## src/rtl/sram_ctrl_pkg.sv

```systemverilog
`timescale 1ns/1ps
package sram_ctrl_pkg;

  typedef enum logic [2:0] {
    ST_IDLE   = 3'd0,
    ST_RD     = 3'd1,
    ST_RD_TA  = 3'd2,
    ST_WR     = 3'd3,
    ST_WR_REC = 3'd4
  } phase_e;

  // clocks needed to cover a time, never fewer than one
  function automatic int unsigned t2cyc(int unsigned t_ps, int unsigned clk_ps);
    int unsigned c;
    c = (t_ps + clk_ps - 1) / clk_ps;
    if (c < 1) c = 1;
    return c;
  endfunction

  function automatic int unsigned umax(int unsigned a, int unsigned b);
    return (a > b) ? a : b;
  endfunction

endpackage

```

## src/rtl/sram_phase_seq.sv

```systemverilog
`timescale 1ns/1ps
module sram_phase_seq
  import sram_ctrl_pkg::*;
#(
  parameter int unsigned RD_CYC  = 3,
  parameter int unsigned TA_CYC  = 1,
  parameter int unsigned WP_CYC  = 3,
  parameter int unsigned REC_CYC = 1,
  parameter int unsigned CNT_W   = 2
) (
  input  logic             clk,
  input  logic             rst_n,
  input  logic             start_rd,
  input  logic             start_wr,
  output phase_e           ph_d,
  output logic [CNT_W-1:0] cnt_d,
  output logic             idle,
  output logic             rd_last
);

  phase_e           ph_q;
  logic [CNT_W-1:0] cnt_q;
  logic [CNT_W-1:0] len_m1;
  logic             last;

  always_comb begin
    case (ph_q)
      ST_RD:     len_m1 = CNT_W'(RD_CYC - 1);
      ST_RD_TA:  len_m1 = CNT_W'(TA_CYC - 1);
      ST_WR:     len_m1 = CNT_W'(WP_CYC - 1);
      ST_WR_REC: len_m1 = CNT_W'(REC_CYC - 1);
      default:   len_m1 = '0;
    endcase
  end

  assign last    = (cnt_q == len_m1);
  assign idle    = (ph_q == ST_IDLE);
  assign rd_last = (ph_q == ST_RD) && last;

  always_comb begin
    ph_d  = ph_q;
    cnt_d = cnt_q + 1'b1;
    case (ph_q)
      ST_IDLE: begin
        cnt_d = '0;
        if (start_rd)      ph_d = ST_RD;
        else if (start_wr) ph_d = ST_WR;
      end
      ST_RD: if (last) begin
        ph_d  = ST_RD_TA;
        cnt_d = '0;
      end
      ST_RD_TA: if (last) begin
        ph_d  = ST_IDLE;
        cnt_d = '0;
      end
      ST_WR: if (last) begin
        ph_d  = ST_WR_REC;
        cnt_d = '0;
      end
      ST_WR_REC: if (last) begin
        ph_d  = ST_IDLE;
        cnt_d = '0;
      end
      default: begin
        ph_d  = ST_IDLE;
        cnt_d = '0;
      end
    endcase
  end

  always_ff @(posedge clk or negedge rst_n) begin
    if (!rst_n) begin
      ph_q  <= ST_IDLE;
      cnt_q <= '0;
    end else begin
      ph_q  <= ph_d;
      cnt_q <= cnt_d;
    end
  end

  AST_START_ONLY_IDLE: assert property (@(posedge clk) disable iff (!rst_n)
    (start_rd || start_wr) |-> (ph_q == ST_IDLE));
  AST_START_EXCL: assert property (@(posedge clk) disable iff (!rst_n)
    !(start_rd && start_wr));

endmodule

```

## src/rtl/sram_pin_drv.sv

```systemverilog
`timescale 1ns/1ps
module sram_pin_drv
  import sram_ctrl_pkg::*;
#(
  parameter int unsigned AW      = 18,
  parameter int unsigned DW      = 16,
  parameter int unsigned BE_W    = 2,
  parameter int unsigned CNT_W   = 2,
  parameter int unsigned DRV_DLY = 1
) (
  input  logic             clk,
  input  logic             rst_n,
  input  logic             load,
  input  logic [AW-1:0]    ld_addr,
  input  logic [BE_W-1:0]  ld_be,
  input  logic [DW-1:0]    ld_wdata,
  input  phase_e           ph_d,
  input  logic [CNT_W-1:0] cnt_d,
  output logic [AW-1:0]    sram_addr,
  output logic             sram_cs1_n,
  output logic             sram_cs2,
  output logic             sram_oe_n,
  output logic             sram_we_n,
  output logic [BE_W-1:0]  sram_bs_n,
  output logic [DW-1:0]    sram_dq_o,
  output logic             sram_dq_oe
);

  logic [AW-1:0]   addr_q;
  logic [BE_W-1:0] be_q;
  logic [DW-1:0]   wd_q;
  logic [BE_W-1:0] be_nx;
  logic            rd_on, wr_on, sel;
  logic            cs1_n_d, cs2_d, oe_n_d, we_n_d, dq_oe_d;
  logic [BE_W-1:0] bs_n_d;

  // request capture, clock enable = load
  always_ff @(posedge clk or negedge rst_n) begin
    if (!rst_n) begin
      addr_q <= '0;
      be_q   <= '0;
      wd_q   <= '0;
    end else if (load) begin
      addr_q <= ld_addr;
      be_q   <= ld_be;
      wd_q   <= ld_wdata;
    end
  end

  assign be_nx = load ? ld_be : be_q;

  always_comb begin
    rd_on   = (ph_d == ST_RD);
    wr_on   = (ph_d == ST_WR);
    sel     = rd_on || wr_on;
    cs1_n_d = ~sel;
    cs2_d   = sel;
    oe_n_d  = ~rd_on;
    we_n_d  = ~wr_on;
    bs_n_d  = sel ? ~be_nx : '1;
    dq_oe_d = (wr_on && (cnt_d >= CNT_W'(DRV_DLY))) ||
              ((ph_d == ST_WR_REC) && (cnt_d == '0));
  end

  always_ff @(posedge clk or negedge rst_n) begin
    if (!rst_n) begin
      sram_cs1_n <= 1'b1;
      sram_cs2   <= 1'b0;
      sram_oe_n  <= 1'b1;
      sram_we_n  <= 1'b1;
      sram_bs_n  <= '1;
      sram_dq_oe <= 1'b0;
    end else begin
      sram_cs1_n <= cs1_n_d;
      sram_cs2   <= cs2_d;
      sram_oe_n  <= oe_n_d;
      sram_we_n  <= we_n_d;
      sram_bs_n  <= bs_n_d;
      sram_dq_oe <= dq_oe_d;
    end
  end

  assign sram_addr = addr_q;
  assign sram_dq_o = wd_q;

  AST_NO_DRIVE_IN_READ: assert property (@(posedge clk) disable iff (!rst_n)
    sram_dq_oe |-> sram_oe_n);
  AST_DRIVE_AFTER_WE: assert property (@(posedge clk) disable iff (!rst_n)
    $rose(sram_dq_oe) |-> (!sram_we_n && $past(!sram_we_n)));
  AST_WE_OE_EXCL: assert property (@(posedge clk) disable iff (!rst_n)
    !sram_we_n |-> sram_oe_n);
  AST_DRIVE_RELEASE: assert property (@(posedge clk) disable iff (!rst_n)
    $rose(sram_we_n) |=> !sram_dq_oe);

endmodule

```

## src/rtl/sram_rd_capture.sv

```systemverilog
`timescale 1ns/1ps
module sram_rd_capture #(
  parameter int unsigned DW   = 16,
  parameter int unsigned BE_W = 2
) (
  input  logic            clk,
  input  logic            rst_n,
  input  logic            cap,
  input  logic [BE_W-1:0] lane_en,
  input  logic [DW-1:0]   dq_i,
  output logic [DW-1:0]   rdata,
  output logic            rvalid
);

  localparam int unsigned LANE_W = DW / BE_W;

  logic [DW-1:0] rdata_d;

  for (genvar l = 0; l < BE_W; l++) begin : g_lane
    assign rdata_d[l*LANE_W +: LANE_W] =
      lane_en[l] ? dq_i[l*LANE_W +: LANE_W] : '0;
  end

  always_ff @(posedge clk or negedge rst_n) begin
    if (!rst_n) begin
      rdata  <= '0;
      rvalid <= 1'b0;
    end else begin
      rvalid <= cap;
      if (cap) rdata <= rdata_d;
    end
  end

  AST_RVALID_PULSE: assert property (@(posedge clk) disable iff (!rst_n)
    rvalid |=> !rvalid);

endmodule

```

## src/rtl/sram_async_ctrl.sv

```systemverilog
`timescale 1ns/1ps
module sram_async_ctrl
  import sram_ctrl_pkg::*;
#(
  parameter int unsigned AW      = 18,
  parameter int unsigned DW      = 16,
  parameter int unsigned CLK_PS  = 20000,
  parameter int unsigned T_AA_PS = 45000,
  parameter int unsigned T_RC_PS = 45000,
  parameter int unsigned T_WC_PS = 45000,
  parameter int unsigned T_WP_PS = 35000,
  parameter int unsigned T_DS_PS = 25000,
  parameter int unsigned T_HZ_PS = 18000
) (
  input  logic                clk,
  input  logic                rst_n,
  input  logic                req_valid,
  output logic                req_ready,
  input  logic                req_write,
  input  logic [AW-1:0]       req_addr,
  input  logic [DW/8-1:0]     req_be,
  input  logic [DW-1:0]       req_wdata,
  output logic                rsp_valid,
  output logic [DW-1:0]       rsp_rdata,
  output logic [AW-1:0]       sram_addr,
  output logic                sram_cs1_n,
  output logic                sram_cs2,
  output logic                sram_oe_n,
  output logic                sram_we_n,
  output logic [DW/8-1:0]     sram_bs_n,
  output logic [DW-1:0]       sram_dq_o,
  output logic                sram_dq_oe,
  input  logic [DW-1:0]       sram_dq_i
);

  localparam int unsigned BE_W    = DW / 8;
  localparam int unsigned RD_CYC  = umax(t2cyc(T_AA_PS, CLK_PS), t2cyc(T_RC_PS, CLK_PS));
  localparam int unsigned TA_CYC  = t2cyc(T_HZ_PS, CLK_PS);
  localparam int unsigned DRV_DLY = t2cyc(T_HZ_PS, CLK_PS);
  localparam int unsigned WP_CYC  = umax(t2cyc(T_WP_PS, CLK_PS),
                                         DRV_DLY + t2cyc(T_DS_PS, CLK_PS));
  localparam int unsigned WC_CYC  = t2cyc(T_WC_PS, CLK_PS);
  localparam int unsigned REC_CYC = (WC_CYC > WP_CYC + 1) ? (WC_CYC - WP_CYC) : 1;
  localparam int unsigned MAX_LEN = umax(umax(RD_CYC, TA_CYC), umax(WP_CYC, REC_CYC));
  localparam int unsigned CNT_W   = $clog2(MAX_LEN + 1);

  logic             rst_sync_q0, rst_sync_q1, rst_ni;
  logic             accept, start_rd, start_wr, seq_idle, rd_last;
  phase_e           ph_d;
  logic [CNT_W-1:0] cnt_d;

  // asynchronous assert, synchronous release
  always_ff @(posedge clk or negedge rst_n) begin
    if (!rst_n) begin
      rst_sync_q0 <= 1'b0;
      rst_sync_q1 <= 1'b0;
    end else begin
      rst_sync_q0 <= 1'b1;
      rst_sync_q1 <= rst_sync_q0;
    end
  end
  assign rst_ni = rst_sync_q1;

  assign req_ready = seq_idle;
  assign accept    = req_valid && req_ready;
  assign start_rd  = accept && !req_write && (|req_be);
  assign start_wr  = accept &&  req_write && (|req_be);

  sram_phase_seq #(
    .RD_CYC (RD_CYC),
    .TA_CYC (TA_CYC),
    .WP_CYC (WP_CYC),
    .REC_CYC(REC_CYC),
    .CNT_W  (CNT_W)
  ) seq_i (
    .clk     (clk),
    .rst_n   (rst_ni),
    .start_rd(start_rd),
    .start_wr(start_wr),
    .ph_d    (ph_d),
    .cnt_d   (cnt_d),
    .idle    (seq_idle),
    .rd_last (rd_last)
  );

  sram_pin_drv #(
    .AW     (AW),
    .DW     (DW),
    .BE_W   (BE_W),
    .CNT_W  (CNT_W),
    .DRV_DLY(DRV_DLY)
  ) pins_i (
    .clk       (clk),
    .rst_n     (rst_ni),
    .load      (start_rd || start_wr),
    .ld_addr   (req_addr),
    .ld_be     (req_be),
    .ld_wdata  (req_wdata),
    .ph_d      (ph_d),
    .cnt_d     (cnt_d),
    .sram_addr (sram_addr),
    .sram_cs1_n(sram_cs1_n),
    .sram_cs2  (sram_cs2),
    .sram_oe_n (sram_oe_n),
    .sram_we_n (sram_we_n),
    .sram_bs_n (sram_bs_n),
    .sram_dq_o (sram_dq_o),
    .sram_dq_oe(sram_dq_oe)
  );

  sram_rd_capture #(
    .DW  (DW),
    .BE_W(BE_W)
  ) cap_i (
    .clk    (clk),
    .rst_n  (rst_ni),
    .cap    (rd_last),
    .lane_en(~sram_bs_n),
    .dq_i   (sram_dq_i),
    .rdata  (rsp_rdata),
    .rvalid (rsp_valid)
  );

  // run-length counters used only by the checks below
  logic [7:0] rd_run, wr_run;
  always_ff @(posedge clk or negedge rst_ni) begin
    if (!rst_ni) begin
      rd_run <= '0;
      wr_run <= '0;
    end else begin
      rd_run <= sram_oe_n ? 8'd0 : rd_run + 8'd1;
      wr_run <= sram_we_n ? 8'd0 : wr_run + 8'd1;
    end
  end

  AST_IDLE_PINS: assert property (@(posedge clk) disable iff (!rst_ni)
    req_ready |-> (sram_cs1_n && !sram_cs2 && sram_oe_n && sram_we_n &&
                   (&sram_bs_n) && !sram_dq_oe));
  AST_RD_LEN: assert property (@(posedge clk) disable iff (!rst_ni)
    $rose(sram_oe_n) |-> (rd_run == 8'(RD_CYC)));
  AST_WR_LEN: assert property (@(posedge clk) disable iff (!rst_ni)
    $rose(sram_we_n) |-> (wr_run == 8'(WP_CYC)));
  AST_ZERO_MASK: assert property (@(posedge clk) disable iff (!rst_ni)
    (req_valid && req_ready && (req_be == '0)) |=> req_ready);
  AST_ADDR_HELD: assert property (@(posedge clk) disable iff (!rst_ni)
    (!sram_cs1_n && $past(!sram_cs1_n)) |-> $stable(sram_addr));

endmodule

```

## config.mk

```make
export PLATFORM = sky130hd
export DESIGN_NAME = sram_async_ctrl
export DESIGN_NICKNAME = d
export VERILOG_FILES = /design/src/rtl/sram_ctrl_pkg.sv /design/src/rtl/sram_phase_seq.sv /design/src/rtl/sram_pin_drv.sv /design/src/rtl/sram_rd_capture.sv /design/src/rtl/sram_async_ctrl.sv
export SDC_FILE = /design/constraint.sdc
export NUM_CORES = 1
export LEC_CHECK = 0
export ABC_AREA = 1
export BUFFER_PORTS_ARGS = -buffer_cell sky130_fd_sc_hd__buf_2
export CAP_MARGIN = 40
export CORE_UTILIZATION = 49
export CTS_BUF_LIST = sky130_fd_sc_hd__clkbuf_2
export CTS_CLUSTER_DIAMETER = 60
export DETAILED_ROUTE_END_ITERATION = 16
export GPL_TIMING_DRIVEN = 0
export PLACE_DENSITY = 0.82
export RECOVER_POWER = 100
export SLEW_MARGIN = 20
export SYNTH_ARGS = -nofsm -noshare
export SYNTH_HDL_FRONTEND = slang
export SYNTH_SLANG_ARGS = --single-unit
export TNS_END_PERCENT = 100
```

## constraint.sdc

```tcl
create_clock -name clk -period 2.25 [get_ports clk]
set_input_delay 0.225 -clock clk [delete_from_list [all_inputs] [get_ports clk]]
set_output_delay 0.225 -clock clk [all_outputs]
set_load 0.01 [all_outputs]
```

# [After elaboration in Yosys (flattened, before gate mapping)]
# Index checks and enable logic that the tools add are counted.
[word_totals] regBits=67 latchBits=0 ramBits=0 romBits=0 inputBits=56 out_inout_bits=59 word_cells=61 n_memories=0
[classes] addsub=1 mul=0 n_div=0 n_lt_le_gt_ge=1 eq_ne=8 n_shift=0 muxes=13 bitwise_logic=5 reduce_logical=18
[ops] cell="2-to-1 mux 8 bit" n=2
[ops] cell="2-to-1 mux 3 bit" n=5
[ops] cell="one-hot mux 3 bit (4 select lines)" n=1
[ops] cell="2-to-1 mux 2 bit" n=5
[ops] cell="== test 3 x 2 -> 1 bit (second input constant)" n=3
[ops] cell="logical AND 1 bit" n=8
[ops] cell="== test 3 x 1 -> 1 bit (second input constant)" n=2
[ops] cell="== test 3 bit (second input constant)" n=2
[ops] cell="OR reduction 2 bit" n=3
[ops] cell="NOT 2 bit" n=2
[ops] cell="OR reduction 4 bit" n=1
[ops] cell="logical NOT 3 bit" n=1
[ops] cell="logical OR 1 bit" n=3
[ops] cell="NOT 1 bit" n=3
[ops] cell="adder 2 x 1 -> 2 bit (second input constant)" n=1
[ops] cell="== test 2 bit" n=1
[ops] cell=">= comparator 2 x 1 -> 1 bit (second input constant)" n=1
[ops] cell="logical NOT 2 bit" n=1
[ops] cell="logical NOT 1 bit" n=1

# [Depth between registers and ports, before layout]
# Gate-level depths: netlist of the first run.
[logic_depth] ltp_word=10 ltp_mapped=9 depth_no_buf=9

# [By module]
# A second synthesis of the first run with hierarchy kept.
[unflattened] cells_unflattened=300 hier_area_um2=2808.9
[by_module_without_submodules] module="sram_pin_drv" instances=1 cells_per_inst=175 area_each_um2=1685.4 seq_area_each_um2=1082.3
[by_module_without_submodules] module="sram_rd_capture" instances=1 cells_per_inst=71 area_each_um2=711.9 seq_area_each_um2=425.4
[by_module_without_submodules] module="sram_phase_seq" instances=1 cells_per_inst=41 area_each_um2=317.8 seq_area_each_um2=125.1
[by_module_without_submodules] module="sram_async_ctrl" instances=1 cells_per_inst=13 area_each_um2=93.8 seq_area_each_um2=50.0

# [Worst setup path after synthesis of the first run]
# Ideal clock, no wire load.
[synth_timing] path_type="reg2reg" start="register seq_i.ph_q[1]" end="register pins_i.addr_q[10], in the netlist pins_i.sram_addr[10]" setup_ns=0.116 arrival_ns=1.182 required_time_ns=2.134 setup_slack_ns=0.951 stages_incl_launch_ff=9 path_buffers=2 synth_period_minus_slack_ns=1.299 path_cell_list="dfrtp_1 nor2_2 nand2_1 nor2_4 nand2_2 buf_6 buf_6 nand2_1 nand2_1"
[synth_via] elab_chain_cells=5 elab_cells_between_ends=7 classes_between="reduce/logical: 7"
[synth_lines] element="start, declared" line="sram_phase_seq.sv:21" rtl="phase_e ph_q;"
[synth_lines] element="start signal, assigned" line="sram_phase_seq.sv:77" rtl="ph_q <= ph_d;"
[synth_lines] element="logical NOT 3 bit (*)" line="sram_phase_seq.sv:37" rtl="assign idle = (ph_q == ST_IDLE);"
[synth_lines] element="logical AND 1 bit (*)" line="sram_async_ctrl.sv:65" rtl="assign accept = req_valid && req_ready;"
[synth_lines] element="logical AND 1 bit, on equally long branches (2 in series)" line="sram_async_ctrl.sv:66, sram_async_ctrl.sv:67"
[synth_lines] element="logical OR 1 bit (*)" line="sram_async_ctrl.sv:95" rtl=".load (start_rd || start_wr),"
[synth_lines] element="end signal, assigned" line="sram_pin_drv.sv:44" rtl="addr_q <= ld_addr;"
[synth_lines] element="end, declared" line="sram_pin_drv.sv:29" rtl="logic [AW-1:0] addr_q;"
# Every way passes the cells marked *; elsewhere a longest branch is shown, timed or not.
# A chain may end at the register's enable or synchronous reset.

# [Worst setup path in the final report of the first run]
[layout_timing] start="register seq_i.ph_q[2]" end="register cap_i.rdata[9]"
[layout_via] elab_chain_cells=5 elab_cells_between_ends=6 classes_between="eq/ne: 3; mux: 1; reduce/logical: 2"
[layout_lines] element="== test 3 x 2 -> 1 bit / == test 3 x 1 -> 1 bit (equally long branches)" line="sram_phase_seq.sv:27, sram_phase_seq.sv:38"
[layout_lines] element="OR reduction 2 bit (no line)"
[layout_lines] element="2-to-1 mux 2 bit" line="sram_phase_seq.sv:27" rtl="case (ph_q)"
[layout_lines] element="== test 2 bit" line="sram_phase_seq.sv:36" rtl="assign last = (cnt_q == len_m1);"
[layout_lines] element="logical AND 1 bit (*)" line="sram_phase_seq.sv:38" rtl="assign rd_last = (ph_q == ST_RD) && last;"
[layout_lines] element="end signal, assigned" line="sram_rd_capture.sv:30" rtl="if (cap) rdata <= rdata_d;"
[layout_lines] element="end, declared" line="sram_rd_capture.sv:11" rtl="output logic [DW-1:0] rdata,"
# Marked as above.

==> results of run 1 <==
per-layer routing:
layer  vias up  GRT usage, %  share of wire (%)
li1       1239             -                  -
met1      1168         30.24                 40
met2       113         45.45                 50
met3        31         5.269                4.8
met4         0         18.08                4.6
met5         -             0                  0
per-stage QoR:
| step | area (um2) | util (%) | setup WS [ns] | hold WS [ns] | power (mW) |
|---|---|---|---|---|---|
| 2_1_floorplan | 2683 | - | 0.2549 | -0.07059 | 3.255 |
| 3_3_place_gp | 3341 | 64.18 | -0.3590 | 0.01126 | 3.950 |
| 3_5_place_dp | 3364 | 64.64 | 0.7769 | 0.01253 | 4.045 |
| 4_1_cts | 3951 | 75.91 | 0.6035 | 0.008037 | 4.646 |
| 5_1_grt | 3840 | 73.77 | 0.2698 | 0.006374 | 4.851 |
| 6_report | 3840 | 73.77 | 0.4882 | 0.03518 | 4.479 |
worst paths after layout:
| path | endpoint | start | slack (ns) | cells past startpoint |
|---|---|---|---|---|
| worst max-delay path | cap_i.rdata[9] | seq_i.ph_q[2] | 0.49 | 6 |
| worst min-delay path | cap_i.rdata[9] | sram_dq_i[9] | 0.04 | 3 |
| worst max register to register | cap_i.rdata[9] | seq_i.ph_q[2] | 0.49 | 6 |
| worst min register to register | rst_ni | rst_sync_q0 | 0.38 | 0 |
| max in group asynchronous | pins_i.sram_cs1_n | rst_ni | 0.83 | 1 |
| min in group asynchronous | rst_sync_q0 | rst_n | 0.06 | 2 |
kinds of logic after synthesis:
| group | synth area share, % |
|---|---|
| DFF | 62.73 |
| other | 0.1398 |
| AOI/OAI and AO/OA | 5.271 |
| and+or+nand+nor | 24.07 |
| buffers and inverters | 7.789 |
registers in the layout, indices dropped and copies added, names as in the netlist:
signal / cells
pins_i.sram_addr: 18
cap_i.rdata: 16
pins_i.sram_dq_o: 16
seq_i.ph_q: 3
pins_i.be_q: 2
pins_i.sram_bs_n: 2
seq_i.cnt_q: 2
cap_i.rvalid: 1
pins_i.sram_cs1_n: 1
pins_i.sram_cs2: 1
pins_i.sram_dq_oe: 1
pins_i.sram_oe_n: 1
pins_i.sram_we_n: 1
rst_ni: 1
rst_sync_q0: 1
cell usage in the layout (no fill, tap or decap), drive strengths merged, types with 2 or more instances in the layout:
master / count
dlygate4sd3: 51
buf: 66
o31ai: 16
nand4: 2
clkbuf: 72
nor2: 3
dfstp: 5
nand2: 144
nand3: 8
inv: 30
clkinv: 5
dfrtp: 62
report_power, final:
part / switching (mW) / internal (mW)
Combinational: 1.20 / 0.701
Sequential: 0.299 / 1.75
Clock: 0.385 / 0.141
final cells by class:
class / count / area (um2) / area share [%]
inverter: 30 / 112.6 / 2.933
sequential: 67 / 1683 / 43.83
clock buffer: 11 / 55.05 / 1.434
timing repair buffer: 166 / 1027 / 26.75
tap: 70 / 87.58 / 2.281
multi-input combinational: 178 / 758.2 / 19.75
buffer: 12 / 95.09 / 2.476
clock inverter: 5 / 21.27 / 0.5539
critical path, stage by stage, from the launching register on:
cell	delay, ns
dfrtp_1	0.43
inv_1	0.17
nand2_1	0.10
inv_1	0.06
nand4_1	0.29
clkbuf_1	0.33
o31ai_1	0.30
==> results, run 1 <==
- The number of setup violations in the final report is 0.
- After floorplanning, the core was divided into 26 placement rows.
- The number of nets in the finished design is 520.
- The number of standard cells in the layout, taps in and fillers out is 539.
- The width of the die is 75.99 um.
- The H-tree generated during clock tree synthesis spans 3 levels.
- The commonest cells after synthesis are 142 x nand2_1, 62 x dfrtp_1, 28 x inv_1.
- The clock net in this run drives a total of 67 sinks.
- The arrival time at the worst endpoint is about 2.1 ns.
- Setup repair after global routing left no endpoint under its margin.
- The share of flip-flops with an asynchronous set or reset after synthesis is between 90% and 100%.
- The number of pins with negative max-slew slack in the final report was 0.
- Max-cap violations in this run came to 0.
- The post-route fraction of the period consumed by the critical path is roughly 78%.
- The die area is 0.005774 mm2.
- Once detailed placement completed, the half-perimeter wirelength came to about 4300 um.
- On the final layout, the worst clock skew is ~0.025 ns.
- The detailed-route wire length is a little over 7000 um.
- The number of flip-flops and latches in the synthesized netlist is 67.
- For the finished layout, the period the worst path requires is 1.762 ns.
- Once the floorplan was initialized, standard cells occupied slightly above 50% of the core.
- Of the post-synthesis cell area, the dominant cell type holds between 50% and 60%.
- The launching element type of the critical path is a flop.
- For the pin with the worst max-slew slack, the measured transition is approximately 1.3 ns.
- The worst min-delay path class is input pin to flop.
- The area of the mapped netlist is around 0.0027 mm2.
- After global routing the overflow that remains totals 0.
- Post-CTS repair changed the size of 0 cells.
- The number of antenna violations at the first check in global routing is 0.
- The number of different library cells in the post-synthesis netlist is 24.
- The achievable frequency is around 0.57 GHz.
- The number of vias per cell is 4.733.
- The static leakage is just over 2 nW.
- The number of antenna diodes in the final layout is 0.
- The synthesized design contains 0 enable-type register cells.
- Along the worst path, the maximum fanout reaches 10.
- TritonCTS built the clock tree.
- The share of the Yosys chip area taken by registers is 62.73%.
- Summed over all instances, the cell type with the most area after synthesis is dfrtp_1.
- The pin count of the biggest net entering global routing is 34.
- The run finished with clean final reports.
- The clock latency at the later pin of the worst-skew pair is 0.46 ns.
- The all-layer global routing usage is 26.61%.
- Clock-pin slew was measured on the worst setup and hold paths at about 0.18 ns.
- The main flop type after synthesis is dfrtp_1.
- Summed over all failing endpoints, the final setup total negative slack is 0 ns.
- The die boundary height is ~76 um.
- The start-to-end type of the worst setup path is flop to flop.
- The power density normalized to cell area is 1167 mW/mm2.
- The number of iterations in the first detailed-routing pass is 4.
- VDD sags by at most between 0.0005 and 0.0006 V.
- Buffers placed on the I/O ports in this run total between 100 and 150.
- The number of fill cells in the layout is 414.
- The number of hold-slack violations in the final timing report is 0.
- The cell at the root of the clock tree is clkbuf_2.
- The core area is 0.005205 mm2.
- The total DRC errors in the routed layout is 0.
- After synthesis, the cell types taking the most area are dfrtp_1 58%, nand2_1 20%, dfstp_2 4.9%, o31ai_1 4.5%, inv_1 3.9%.
- The detailed router placed roughly 2.6k vias in this run.
- At the end of routability-driven placement, the weighted congestion stood at between 0.7 and 0.8.
- In this run, CTS created clock tree buffers numbering 9.
- The number of DRC markers after the initial detailed-route iteration is roughly 130.
- The count of mapped cells out of synthesis is about 290.
- In the final routed layout, each cell accounts on average for approximately 13 um.
- Of the cells placed in the final design, the portion with a size suffix greater than 1 is roughly 18%.
- The number of top-level pins is between 100 and 150.
- The Yosys step of the flow raised 0 warnings.
- For the worst setup path, the data required time is ~2.6 ns.
- The post-route antenna net violation count is 0.
- The maximum buffer depth of the clock tree is 2.
- The global-route wire length before repair is roughly 12000 um.
- When the netlist entered floorplanning its net count stood at 343.
- The worst setup path is captured at a flop.
- The worst pin sits at a relative slew slack of between 10% and 20%.
- Hold repair after CTS inserted 51 buffers.
- The average instance area after synthesis is approximately 9.3 um2.
- The cell with the most instances after synthesis is nand2_1.
- The synthesis-to-layout area growth is 43.14%.
- The number of buffers added for setup after CTS is 0.
- The via count of the first global-routing pass came to about 2.6k.
- The number of cells in the design after placement is roughly 470.
Note: power is estimated with default switching activity, not from simulation.
==> run 2: changes to the inputs <==
Settings changed: ABC_AREA 1 to 0.
Clock period 2.25 ns to 1.8 ns, I/O delays scaled along.
==> run 2 against run 1 <==
  * Critical endpoint is now pins_i.sram_dq_o[9]
  * Fmax increased by 0.93%
  * Critical path type unchanged
  * Synthesized cell count decreased by 29%
  * Sequential share of layout area decreased by 1.9 points
  * Largest cell class unchanged
  * Register-to-register slack got worse by 0.43 ns
  * Hold slack improved by 0.088 ns
==> results, run 2 <==
- The flow ran to the end, and the final reports show no timing, DRC or antenna violations.
- For this run, the post-layout net count is between 400 and 500.
- At the end of routability-driven placement, the weighted congestion stood at slightly above 0.8.
- The achievable frequency is between 0.5 and 0.6 GHz.
- The switching fraction of total power is between 30% and 40%.
- The clock skew is roughly 0.031 ns.
- The clock latency at the later pin of the worst-skew pair is between 0.4 and 0.5 ns.
- The initial cell density of the core is between 50% and 60%.
- The instance count along the most critical hold path is 4.
- The relative slew slack is 30.86%.
- The library cell used most frequently in the layout, excluding fill and tap cells, is dfrtp_1.
- VDD sags by at most a little over 0.001 V.
- The detailed placer's ending HPWL is approximately 3700 um.
- The share of flip-flops with an asynchronous set or reset after synthesis is 100.0%.
- The floorplan has 26 rows.
- The critical-path maximum fanout is 11.
- In this run, the number of DRC markers left after iteration 0 of detailed routing was 68.
- At the pin with the least slew margin, the transition time is 1.037 ns.
- In this run the count of I/O pins placed on the die edge is ~120.
- The main flop type after synthesis is dfrtp_1.
- The power density normalized to cell area is about 1400 mW/mm2.
- Counting flops and latches in the post-synthesis netlist gives 67.
- Of the total power, registers draw 45.5%.
- The pin count of the biggest net entering global routing is between 60 and 70.
- The TritonCTS clock tree is built.
- Setup repair after global routing left no endpoint under its margin.
- The net switching component of the power is between 2 and 2.5 mW.
- The antenna diode count is 0.
- The multi-input combinational cells in the finished layout cover a total of ~900 um2.
- The die area is between 0.005 and 0.006 mm2.
- Port buffering added 114 buffers.
- The static leakage is 1.851 nW.
- The synthesis-to-layout area growth is 48.15%.
- In the final routed layout, each cell accounts on average for 14.29 um.
- Measured along the x axis, the die boundary spans 76.37 um.
- Cell internal power was estimated by the tool at approximately 3.7 mW.
- The total negative setup slack is 0 ns.
- The min-delay analysis places its worst path in the category input pin to flop.
- The register with the most flip-flops in the layout has 18 of them.
- The total of max-cap violations is 0.
- The number of antenna violations at the first check in global routing is 0.
- The average instance area after synthesis is ~13 um2.
- For the worst setup path, the data required time is 2.14 ns.
- When the netlist entered floorplanning its net count stood at ~260.
- The fraction of post-synthesis cell area in the top cell type by area is 57.25%.
- The cell count after synthesis came out at 203.
- After synthesis the cells add up to ~0.0027 mm2.
- Ranked by instance count, the synthesized netlist is headed by 62 x dfrtp_1, 24 x nand2_1, 20 x nand2b_1.
- The number of hold-slack violations in the final timing report is 0.
- After global routing the overflow that remains totals 0.
- The element type at the critical path end is a flop.
- The number of vias per cell is approximately 4.8.
- The worst setup path is of the flop to flop kind.
- The cell type with the highest aggregate area in the netlist is dfrtp_1.
- Hold timing on the final database bottoms out at a slack of 0.1235 ns.
- The number of pins with negative max-slew slack in the final report is 0.
- The detailed-route wire length is approximately 6600 um.
- No sink is reached through more buffers than the 2 on the longest clock path.
- After clock tree synthesis, the clock-pin slew on the worst setup and hold paths is 0.18 ns.
- The fraction of the yosys area taken by sequential cells is ~62%.
- In the global route stage, overall resource usage came out at between 20% and 30%.
- The number of setup violations in the final report is 0.
- In the layout the commonest cells are 61 x dfrtp_1, 60 x clkbuf_1, 58 x buf_2.
- The clock network is responsible for between 10 and 15% of the overall power.
- The layout has roughly 380 filler cells.
- The core area is 0.005205 mm2.
- The minimum setup slack after placement is roughly 0.042 ns.
- The number of sinks handled by clock tree synthesis is 67.
- Detailed routing inserted a total of approximately 2.2k vias.
- STA classifies the critical path startpoint as a flop.
- The number of different library cells in the post-synthesis netlist is 34.
- The H-tree generated during clock tree synthesis spans 3 levels.
- The part of the power in combinational logic is just over 40%.
- The number of CTS-inserted buffers is 9.
- Of the available clock period, the critical path in the final layout requires between 90 and 100%.
- The worst path setup slack after routing is 0.05439 ns.
- Measured along the y axis, the die boundary spans around 76 um.
- In the final layout, the share of cells above drive strength 1 is between 20% and 30%.
- The post-route antenna net violation count is 0.
- The number of iterations in the first detailed-routing pass is 4.
- For the worst flop-to-flop path, the logic depth is 5.
- The total DRC errors in the routed layout is 0.
- The time the final worst path needs with I/O delays and setup is 1.746 ns.
- The number of synthesized flops with an enable pin is 0.
- The via count of the first global-routing pass is 2303.
- The cell at the root of the clock tree is clkbuf_2.
- Sorting the synthesized cells by area gives the leading types as dfrtp_1 57%, mux2_2 7.5%, mux2_4 5.5%, dfstp_2 4.8%, nand2b_1 4.6%.
- The cell with the most instances after synthesis is dfrtp_1.
- Data on the critical path arrives at its endpoint at ~2.1 ns.
- The count of yosys warnings during synthesis is 0.
- The global-route wire length before repair is approximately 11000 um.
- The combined flip-flop and latch cell area is approximately 0.0017 mm2.
-- run 2: cell count changes after synthesis, sizes merged, moves of 4 or more --
cell / previous run / this run
nand2b: 0 / 20
nor2b: 0 / 4
buf: 11 / 6
nand3: 8 / 0
o21ai: 1 / 18
mux2: 0 / 34
nand2: 144 / 24
o31ai: 16 / 0
inv: 30 / 3
-- run 2: worst max-delay path: stages, from the launching register on --
cell and delay [ns]:
dfrtp_2 0.48, nor4b_4 0.36, o21a_4 0.20, buf_12 0.14, buf_8 0.12, mux2_1 0.32
-- run 2: final timing paths --
check,startpoint,endpoint,slack [ns]
setup / recovery,seq_i.ph_q[2],pins_i.sram_dq_o[9],0.05
hold / removal,req_valid,pins_i.be_q[1],0.12
setup reg to reg,seq_i.ph_q[2],pins_i.sram_dq_o[9],0.05
hold reg to reg,rst_sync_q0,rst_ni,0.38
max in group asynchronous,rst_ni,pins_i.sram_oe_n,0.53
min in group asynchronous,rst_ni,cap_i.rvalid,0.44
-- run 2: repair_timing --
item | CTS | global route
hold endpoints to repair | 59 | 0
endpoints found under the setup margin | 0 | 13
hold buffers | 55 | 0
setup buffers | 0 | 3
resized for setup | 0 | 3
-- run 2: cells by family after synthesis --
logic type / Yosys count / share of synthesized area [%]
AO/OA/AOI/OAI: 29 / 6.417
buffers and inverters: 12 / 3.739
AND/OR/NAND/NOR: 58 / 11.40
multiplexers: 35 / 15.88
XOR/XNOR: 1 / 0.3232
flip-flops: 67 / 62.10
other: 1 / 0.1384
-- run 2: routing by layer --
| metal | up-vias | share of wire, % | global-route usage (%) |
|---|---|---|---|
| met5 | - | 0 | 0 |
| met2 | 93 | 51 | 41.17 |
| li1 | 1050 | - | - |
| met1 | 1074 | 41 | 26.83 |
| met4 | 0 | 2.1 | 11.15 |
| met3 | 15 | 5.8 | 5.988 |
-- run 2: layout make-up --
class / instances / area share, %
Sequential cell: 67 / 41.94
Timing Repair Buffer: 174 / 27.77
Multi-Input combinational cell: 124 / 23.06
Tap cell: 70 / 2.181
Buffer: 8 / 2.119
Clock inverter: 6 / 1.402
Clock buffer: 10 / 1.246
Inverter: 3 / 0.2805
-- run 2: per-stage QoR --
stage	power, mW	cell area, um2	util [%]	std cells
after global routing	6.164	4015	77.14	462
after detailed placement	4.956	3372	64.78	387
after global placement	4.851	3369	64.74	387
final	5.800	4015	77.14	462
after CTS	5.874	4029	77.40	458
after floorplan	4.037	2711	-	203
-- run 2: power groups by stage --
stage / Sequential, mW / Combinational, mW / Clock [mW]
after floorplan: 2.91 / 1.13 / 0
after global placement: 2.61 / 2.24 / 0
after detailed placement: 2.65 / 2.31 / 0
after CTS: 2.62 / 2.40 / 0.848
after global routing: 2.72 / 2.54 / 0.906
final: 2.64 / 2.34 / 0.825
